**src/rtl/txd_pkg.sv**
```systemverilog
// Shared constants and types for the transmit descriptor ring fetcher.
// Assumes 32-bit descriptor words and byte-addressed, word-aligned memory.
package txd_pkg;
    localparam int OWN_BIT   = 31;
    localparam int LAST_BIT  = 30;
    localparam int FIRST_BIT = 29;
    localparam int CHAIN_BIT = 24;
    localparam logic [31:0] DESC_STRIDE = 32'd16;

    typedef enum logic [2:0] {
        W_IDLE, W_STAT, W_CTL, W_BUF, W_NEXT, W_DATA, W_DRAIN, W_BACK
    } walk_state_e;

    typedef struct packed {
        logic       sof;
        logic       eof;
        logic [7:0] data;
    } txd_byte_t;
endpackage

```
**src/rtl/txd_walker.sv**
```systemverilog
// Descriptor walker: reads the four descriptor words, fetches buffer words,
// hands each word to the unpacker, writes the status back with ownership
// cleared and follows the chain. Assumes the memory keeps an access pending
// while mem_req is high and answers with a one-cycle mem_ack.
module txd_walker
    import txd_pkg::*;
#(
    parameter int LEN_W = 12
) (
    input  logic             clk,
    input  logic             rst_n,
    input  logic             dma_en,
    input  logic             kick,
    input  logic             base_load,
    input  logic [31:0]      base_addr,
    output logic [31:0]      cur_desc,
    output logic             busy,
    output logic             mem_req,
    output logic             mem_we,
    output logic [31:0]      mem_addr,
    output logic [31:0]      mem_wdata,
    input  logic             mem_ack,
    input  logic [31:0]      mem_rdata,
    output logic             word_valid,
    output logic [31:0]      word_data,
    output logic [2:0]       word_nbytes,
    output logic             word_first,
    output logic             word_last,
    input  logic             unp_idle
);
    localparam logic [LEN_W-1:0] WORD_BYTES = LEN_W'(4);

    walk_state_e      state_q;
    logic [31:0]      cur_q, stat_q, ptr_q, next_q;
    logic [LEN_W-1:0] left_q;
    logic             first_q, last_q, chain_q, first_word_q;
    logic [2:0]       take;

    // Bytes taken from the current buffer word.
    assign take = (left_q >= WORD_BYTES) ? 3'd4 : 3'(left_q);

    // Request, address and direction for the current state.
    always_comb begin
        mem_req   = 1'b0;
        mem_we    = 1'b0;
        mem_addr  = cur_q;
        mem_wdata = stat_q & ~(32'd1 << OWN_BIT);
        case (state_q)
            W_STAT: mem_req = 1'b1;
            W_CTL:  begin mem_req = 1'b1; mem_addr = cur_q + 32'd4;  end
            W_BUF:  begin mem_req = 1'b1; mem_addr = cur_q + 32'd8;  end
            W_NEXT: begin mem_req = 1'b1; mem_addr = cur_q + 32'd12; end
            W_DATA: begin mem_req = unp_idle; mem_addr = ptr_q; end
            W_BACK: begin mem_req = 1'b1; mem_we = 1'b1; end
            default: ;
        endcase
    end

    assign word_valid  = (state_q == W_DATA) && mem_req && mem_ack;
    assign word_data   = mem_rdata;
    assign word_nbytes = take;
    assign word_first  = first_q && first_word_q;
    assign word_last   = last_q && (left_q <= WORD_BYTES);
    assign cur_desc    = cur_q;
    assign busy        = (state_q != W_IDLE);

    // Walker state, descriptor fields and pointer updates.
    always_ff @(posedge clk) begin
        if (!rst_n) begin
            state_q      <= W_IDLE;
            cur_q        <= '0;
            stat_q       <= '0;
            ptr_q        <= '0;
            next_q       <= '0;
            left_q       <= '0;
            first_q      <= 1'b0;
            last_q       <= 1'b0;
            chain_q      <= 1'b0;
            first_word_q <= 1'b0;
        end else begin
            case (state_q)
                W_IDLE: begin
                    if (base_load) cur_q <= base_addr;
                    if (kick && dma_en) state_q <= W_STAT;
                end
                W_STAT: if (mem_ack) begin
                    stat_q  <= mem_rdata;
                    state_q <= mem_rdata[OWN_BIT] ? W_CTL : W_IDLE;
                end
                W_CTL: if (mem_ack) begin
                    first_q <= mem_rdata[FIRST_BIT];
                    last_q  <= mem_rdata[LAST_BIT];
                    chain_q <= mem_rdata[CHAIN_BIT];
                    left_q  <= mem_rdata[LEN_W-1:0];
                    state_q <= W_BUF;
                end
                W_BUF: if (mem_ack) begin
                    ptr_q   <= {mem_rdata[31:2], 2'b00};
                    state_q <= W_NEXT;
                end
                W_NEXT: if (mem_ack) begin
                    next_q       <= mem_rdata;
                    first_word_q <= 1'b1;
                    state_q      <= (left_q == '0) ? W_BACK : W_DATA;
                end
                W_DATA: if (mem_req && mem_ack) begin
                    ptr_q        <= ptr_q + 32'd4;
                    left_q       <= left_q - LEN_W'(take);
                    first_word_q <= 1'b0;
                    if (left_q <= WORD_BYTES) state_q <= W_DRAIN;
                end
                W_DRAIN: if (unp_idle) state_q <= W_BACK;
                W_BACK: if (mem_ack) begin
                    cur_q   <= chain_q ? next_q : cur_q + DESC_STRIDE;
                    state_q <= dma_en ? W_STAT : W_IDLE;
                end
                default: state_q <= W_IDLE;
            endcase
        end
    end

    // a pending access keeps its request, address and data
    a_r12_req_held: assert property (@(posedge clk) disable iff (!rst_n)
        mem_req && !mem_ack |=> mem_req && $stable(mem_addr) && $stable(mem_we) && $stable(mem_wdata));
    // write-backs target the current descriptor with ownership cleared
    a_r7_wb_clears_own: assert property (@(posedge clk) disable iff (!rst_n)
        mem_req && mem_we |-> !mem_wdata[OWN_BIT] && mem_addr == cur_desc);
    // the pointer moves only on a completed write-back while busy
    a_r2_cur_stable_busy: assert property (@(posedge clk) disable iff (!rst_n)
        busy && !(mem_ack && mem_we) |=> $stable(cur_desc));
    // no memory traffic while idle
    a_r4_idle_quiet: assert property (@(posedge clk) disable iff (!rst_n)
        !busy |-> !mem_req);
endmodule

```
**src/rtl/txd_unpack.sv**
```systemverilog
// Word-to-byte unpacker: takes one fetched buffer word with a valid-byte
// count and emits its bytes, lowest lane first, one per cycle into the
// queue, attaching frame marks. Assumes a new word arrives only when idle.
module txd_unpack
    import txd_pkg::*;
(
    input  logic        clk,
    input  logic        rst_n,
    input  logic        word_valid,
    input  logic [31:0] word_data,
    input  logic [2:0]  word_nbytes,
    input  logic        word_first,
    input  logic        word_last,
    output logic        idle,
    output logic        push,
    output txd_byte_t   push_byte,
    input  logic        full
);
    logic [31:0] word_q;
    logic [2:0]  cnt_q;
    logic [1:0]  idx_q;
    logic        first_q, last_q;

    assign idle           = (cnt_q == 3'd0);
    assign push           = !idle && !full;
    assign push_byte.sof  = first_q && (idx_q == 2'd0);
    assign push_byte.eof  = last_q && (cnt_q == 3'd1);
    assign push_byte.data = word_q[{idx_q, 3'b000} +: 8];

    // Load a word or step to the next byte lane.
    always_ff @(posedge clk) begin
        if (!rst_n) begin
            word_q  <= '0;
            cnt_q   <= '0;
            idx_q   <= '0;
            first_q <= 1'b0;
            last_q  <= 1'b0;
        end else if (word_valid) begin
            word_q  <= word_data;
            cnt_q   <= word_nbytes;
            idx_q   <= 2'd0;
            first_q <= word_first;
            last_q  <= word_last;
        end else if (push) begin
            cnt_q <= cnt_q - 3'd1;
            idx_q <= idx_q + 2'd1;
        end
    end

    // a word is never handed over while bytes are still pending
    a_r5_load_when_idle: assert property (@(posedge clk) disable iff (!rst_n)
        word_valid |-> idle);
endmodule

```
**src/rtl/txd_byte_fifo.sv**
```systemverilog
// Byte queue with a commit pointer. The read side sees only committed bytes.
// In cut-through mode every written byte is committed one cycle later. In
// store-and-forward mode bytes are committed when the end-marked byte is
// written. Assumes a store-and-forward frame fits in DEPTH bytes.
module txd_byte_fifo
    import txd_pkg::*;
#(
    parameter int DEPTH = 256
) (
    input  logic      clk,
    input  logic      rst_n,
    input  logic      sf_mode,
    input  logic      push,
    input  txd_byte_t push_byte,
    output logic      full,
    output logic      out_valid,
    output txd_byte_t out_byte,
    input  logic      out_ready
);
    localparam int AW = $clog2(DEPTH);
    localparam int PW = AW + 1;

    txd_byte_t       store_q [DEPTH];
    logic [PW-1:0]   wr_q, rd_q, cm_q;
    logic            pop;

    assign full      = (wr_q - rd_q) == PW'(DEPTH);
    assign out_valid = (rd_q != cm_q);
    assign out_byte  = store_q[rd_q[AW-1:0]];
    assign pop       = out_valid && out_ready;

    // Byte storage write port.
    always_ff @(posedge clk) begin
        if (push) store_q[wr_q[AW-1:0]] <= push_byte;
    end

    // Write, read and commit pointers.
    always_ff @(posedge clk) begin
        if (!rst_n) begin
            wr_q <= '0;
            rd_q <= '0;
            cm_q <= '0;
        end else begin
            if (push) wr_q <= wr_q + PW'(1);
            if (pop)  rd_q <= rd_q + PW'(1);
            if (!sf_mode)                   cm_q <= wr_q + PW'(push);
            else if (push && push_byte.eof) cm_q <= wr_q + PW'(1);
        end
    end

    // no write into a full queue
    a_r11_no_overflow: assert property (@(posedge clk) disable iff (!rst_n)
        push |-> !full);
    // a stalled byte holds still
    a_r11_hold_stall: assert property (@(posedge clk) disable iff (!rst_n)
        out_valid && !out_ready |=> out_valid && $stable(out_byte));
    // committed bytes never run ahead of written bytes
    a_r10_commit_bound: assert property (@(posedge clk) disable iff (!rst_n)
        (cm_q - rd_q) <= (wr_q - rd_q));
endmodule

```
**src/rtl/txd_ring_fetcher.sv**
```systemverilog
// Top of the transmit descriptor ring fetcher: walker, unpacker and byte
// queue. Assumes word-aligned descriptors and buffers and a memory port that
// completes one word access per mem_ack.
module txd_ring_fetcher
    import txd_pkg::*;
#(
    parameter int LEN_W      = 12,
    parameter int FIFO_DEPTH = 256
) (
    input  logic        clk,
    input  logic        rst_n,
    input  logic        dma_en,
    input  logic        kick,
    input  logic        sf_mode,
    input  logic        base_load,
    input  logic [31:0] base_addr,
    output logic [31:0] cur_desc,
    output logic        busy,
    output logic        mem_req,
    output logic        mem_we,
    output logic [31:0] mem_addr,
    output logic [31:0] mem_wdata,
    input  logic        mem_ack,
    input  logic [31:0] mem_rdata,
    output logic        out_valid,
    output logic [7:0]  out_data,
    output logic        out_sof,
    output logic        out_eof,
    input  logic        out_ready
);
    logic        word_valid, word_first, word_last, unp_idle;
    logic [31:0] word_data;
    logic [2:0]  word_nbytes;
    logic        push, full;
    txd_byte_t   push_byte, out_byte;

    txd_walker #(.LEN_W(LEN_W)) u_walker (
        .clk(clk), .rst_n(rst_n), .dma_en(dma_en), .kick(kick),
        .base_load(base_load), .base_addr(base_addr),
        .cur_desc(cur_desc), .busy(busy),
        .mem_req(mem_req), .mem_we(mem_we), .mem_addr(mem_addr),
        .mem_wdata(mem_wdata), .mem_ack(mem_ack), .mem_rdata(mem_rdata),
        .word_valid(word_valid), .word_data(word_data),
        .word_nbytes(word_nbytes), .word_first(word_first),
        .word_last(word_last), .unp_idle(unp_idle)
    );

    txd_unpack u_unpack (
        .clk(clk), .rst_n(rst_n), .word_valid(word_valid),
        .word_data(word_data), .word_nbytes(word_nbytes),
        .word_first(word_first), .word_last(word_last),
        .idle(unp_idle), .push(push), .push_byte(push_byte), .full(full)
    );

    txd_byte_fifo #(.DEPTH(FIFO_DEPTH)) u_fifo (
        .clk(clk), .rst_n(rst_n), .sf_mode(sf_mode),
        .push(push), .push_byte(push_byte), .full(full),
        .out_valid(out_valid), .out_byte(out_byte), .out_ready(out_ready)
    );

    assign out_data = out_byte.data;
    assign out_sof  = out_byte.sof;
    assign out_eof  = out_byte.eof;
endmodule

```
**config.mk**
```make
export PLATFORM = sky130hd
export DESIGN_NAME = txd_ring_fetcher
export DESIGN_NICKNAME = d
export VERILOG_FILES = /design/src/rtl/txd_pkg.sv /design/src/rtl/txd_walker.sv /design/src/rtl/txd_unpack.sv /design/src/rtl/txd_byte_fifo.sv /design/src/rtl/txd_ring_fetcher.sv
export SDC_FILE = /design/constraint.sdc
export NUM_CORES = 2
export LEC_CHECK = 0
export ABC_AREA = 1
export BUFFER_PORTS_ARGS = -buffer_cell sky130_fd_sc_hd__buf_2
export CAP_MARGIN = 10
export CORE_MARGIN = 4
export CORE_UTILIZATION = 51
export DETAILED_ROUTE_END_ITERATION = 8
export PLACE_DENSITY = 0.69
export SLEW_MARGIN = 20
export SYNTH_ARGS = -nofsm -noshare
export SYNTH_HDL_FRONTEND = slang
export SYNTH_SLANG_ARGS = --single-unit
export TNS_END_PERCENT = 30
```
**constraint.sdc**
```tcl
create_clock -name clk -period 10.9 [get_ports clk]
set_input_delay 3.27 -clock clk [delete_from_list [all_inputs] [get_ports clk]]
set_output_delay 3.27 -clock clk [all_outputs]
set_load 0.02 [all_outputs]
```
==> run summary <==
The clock passes through at most 4 buffers. The layout cell share with drive strength beyond 1 works out to 7.62%. The half-perimeter wire length of the detailed placement result was 186 mm. In this run the register-to-register setup slack is 5.38 ns. The tools report the wire length reported by the detailed router as 336 mm. In this run the horizontal extent of the chip is 487 um.

Slew at the pin closest to its max-slew limit: 1.23 ns. The count of cells along the worst hold path was 2; the via count normalized by instance count was 6.05. The first global-routing pass estimated 503 mm of wire. The tools report the number of hold violations in the final report as 0. Routed length per placed instance: 24.4 um. TritonCTS built the clock tree.

The synthesis-to-layout area growth was 10.3%; the clock sink count was 2,778. Prior to clock tree synthesis, the placed netlist has a worst setup slack of 3.32 ns. After technology mapping, the gate count stands at 10,700. The path category of the worst min-delay check was reg -> reg.

Once the clock tree was built, the setup fixing pass inserted 0 buffers. The H-tree was split into 5 levels. The logs give 0 for the antenna violation net count after detailed routing and 115 MHz for the achievable frequency.

The startpoint of the worst register-to-register path was u_fifo.wr_q[2]. In this run the critical register-to-register path is captured at u_fifo.store_q[20][3]. The path with the worst hold slack has its endpoint at u_walker.next_q[13].

The kind of critical path is reg -> out. Setup repair after global routing left no endpoint under its margin. Final-report setup violation count: 0. The logs give 27.8% for the overall fraction of global-route tracks in use and 0.0651 ns for the final worst clock skew. Before antenna repair, the detailed router went through 7 iterations. The flow ran to the end, and the final reports show no timing, DRC or antenna violations. Summing the sequential cell areas from Yosys gives 69.5% of the chip area.

The post-CTS clock slew at the launch and capture registers of the worst setup and hold paths came out at 0.06 ns. The max-cap check violation count was 0. At the end of the flow, the number of nets in the layout was 10,700. The share of the clock period used by the worst path after layout works out to 79.7%.

In this run, the number of DRC markers left after iteration 0 of detailed routing was 11,400. After clock tree synthesis, the repair step resized 0 gates. The library cell contributing the largest single delay on the critical path is dfxtp_4.

The most instantiated flip-flop cell in the synthesis netlist was edfxtp_1. The run gives 30.3 mW as the total power after layout. The die is 487 um tall.

For the final count of pins violating max slew, the log shows 0. The highest fanout seen on the critical path was 190; the leakage component of the power was 45.1 nW. The tools report the die area as 237,000 sq um. The number of nets handed over by synthesis was 10,800. The cell occurring most often along the worst timing path was nand3_1. The max-slew headroom at the worst pin is 18.3%, and the maximum resistive drop on vdd is 0.332 mV. The number of global-route vias before repair was 78,900.

At the worst endpoint, the arrival time is 5.41 ns. The floorplan has 175 rows. The tools report the count of hold-fix buffers inserted at cts as 0. In this run the mean area of a mapped cell was 11.0 sq um. Total of buffers placed on input and output ports: 180.

The initial antenna violation count came out at 11. The routed layout has 83,400 vias. The shortest clock period the worst path allows after layout works out to 8.68 ns.

The signal on the critical path passes through buf_12, buf_4, nand3_1, nand3_1, nand3_1, nand3_1, nand3_1, nand3_1, nand3_1, and2_1, buf_2. Startpoint of the lowest-slack hold path: u_walker.next_q[13]. The largest single stage delay on the critical path is 0.90 ns. For this configuration, the core starts out at a cell density of 51.3%. During synthesis, Yosys emitted a total of 0 warnings. The maximum number of pins on one net before global-route repair is 238. The endpoint kind of the worst setup timing path was an output port. The count of cells along the worst register-to-register path came out at 12.

The residual overflow from global routing came out at 0. The areal power density over the cells is 235 nW/um^2. Final core utilization: 56.6%. The root buffer cell was clkbuf_16.

The I/O pin count is 182, and the proportion of register bits with asynchronous set or reset after synthesis is 0%. The core region is 228,000 sq um. The number of buffers and inverters on the critical path is 3. The run gives 0 as the DRC violations left. The total negative setup slack came out at 0 ns.

The number of CTS-inserted buffers was 300; the cell area after synthesis was 117,000 sq um. Number of synthesized flops with an enable pin: 2,560. The slack of the critical path came out at 2.22 ns. The congestion estimate from routability-driven global placement came to 0.925.

In this design, the largest share of critical-path delay is due to simple AND/OR/NAND/NOR gates. The run gives 7.63 ns as the data required time of the critical path. For the worst-skew pair, the clock arrives at the later sink with an insertion delay of 0.94 ns.

Yosys mapped the design onto 67 distinct sky130hd cell types. The tools report the kind of launch point of the worst setup path as a register. Synthesis inferred 2,778 register bits.
-- layout make-up --
cell class / instances / area, sq um
sequential: 2778 / 81300
clock inverter: 131 / 1160
clock buffer: 381 / 8040
multi-input combinational: 6931 / 31700
antenna: 5 / 12.5
fill: 18700 / 98800
timing repair buffer: 291 / 2020
tap: 3009 / 3760
inverter: 248 / 978
-- layer usage --
metal | GRT usage, % | up-vias | routed length (um)
met1 | 38.8 | 40300 | 133000
met4 | 12.2 | 10 | 15900
met3 | 5.14 | 788 | 33800
li1 | - | 37400 | -
met5 | 0 | - | 57
met2 | 42.9 | 4850 | 154000
-- cells in the mapped netlist, types with 3 or more instances --
cell	number	area share (%)
o2111ai_1	4	0.030
nand4_4	9	0.16
clkinv_1	6	0.019
buf_1	119	0.38
nor4_1	4	0.021
nand3_2	5	0.043
o211ai_1	18	0.12
a31oi_1	27	0.14
nor2_2	45	0.24
inv_2	15	0.048
clkbuf_1	261	0.84
nand3_1	2672	11
a221oi_1	12	0.090
a41oi_1	6	0.045
nand3b_1	6	0.039
nand2_2	7	0.037
xnor2_1	6	0.045
a211oi_1	9	0.058
buf_2	277	1.2
a22oi_1	10	0.064
o21ai_0	223	0.95
o21ai_1	7	0.030
dfxtp_1	218	3.7
and2_1	10	0.054
a21oi_1	177	0.76
buf_6	11	0.11
nor3_1	53	0.23
edfxtp_1	2560	66
inv_1	225	0.72
nand4_1	30	0.16
nand2_1	3026	9.7
xor2_1	34	0.25
nor2_1	442	1.4
buf_4	37	0.24
ha_1	27	0.29
clkbuf_2	3	0.013
nand3_4	5	0.075
o22ai_1	19	0.10
-- cell families after synthesis --
group / after synthesis / share of synthesized area, %
xor+xnor: 40 / 0.300
compound gates: 535 / 2.57
fa+ha+maj: 28 / 0.306
buf+inv: 957 / 3.58
mux: 2 / 0.0171
simple gates: 6324 / 23.7
other cells: 2 / 0.00642
flops: 2778 / 69.5
-- where the power goes --
group | switching, mW | leakage (nW) | internal (mW)
Sequential | 0.253 | 24.2 | 13.5
Clock | 4.05 | 4.47 | 5.67
Combinational | 5.45 | 16.5 | 1.38
-- how the worst max path moves through the flow --
stage,to,slack (ns),cells past startpoint
CTS,out_data[4],2.28,12
floorplan,u_fifo.store_q[0][0],1.53,4
global route,out_data[5],2.22,12
detailed placement,out_data[4],3.32,12
finish,out_data[4],2.22,11
global placement,out_data[4],3.34,12
-- worst min-delay path: cells and delay by family, from the launching register on --
| kind | cells | cell delay (ns) |
|---|---|---|
| buf+inv | 1 | 0.05 |
| flops | 1 | 0.29 |
| compound gates | 1 | 0.05 |
-- layout by cell type (no fill, tap or decap), types with 66 or more instances in the layout --
cell type and n:
o21ai_0 223, nand3_1 2672, edfxtp_1 2560, buf_2 179, inv_1 224, nor2_1 417
nand2_1 3026, a21oi_1 177, dfxtp_1 212, buf_4 89, clkbuf_16 307, nor2_2 68
clkbuf_1 66, clkinv_1 68
-- stage by stage --
stage	cells	hold WS [ns]	cell area, sq um
6_report	13800	0.448	129000
5_1_grt	13800	0.470	129000
4_1_cts	13800	0.448	129000
3_5_place_dp	13300	0.439	120000
3_3_place_gp	13300	0.433	120000
2_1_floorplan	10700	0.424	117000
-- sequential cells by signal, summed over array words and instances, names as in the netlist, 2 cells and up, named ones only --
name               cells
u_fifo.store_q      2560
u_unpack.word_q       32
u_walker.cur_desc     32
u_walker.next_q       32
u_walker.stat_q       31
u_walker.ptr_q        30
u_walker.left_q       12
u_fifo.cm_q            9
u_fifo.rd_q            9
u_fifo.wr_q            9
u_unpack.cnt_q         3
u_walker.state_q       3
u_unpack.idx_q         2
No activity file was read; power rests on OpenSTA's default activity.
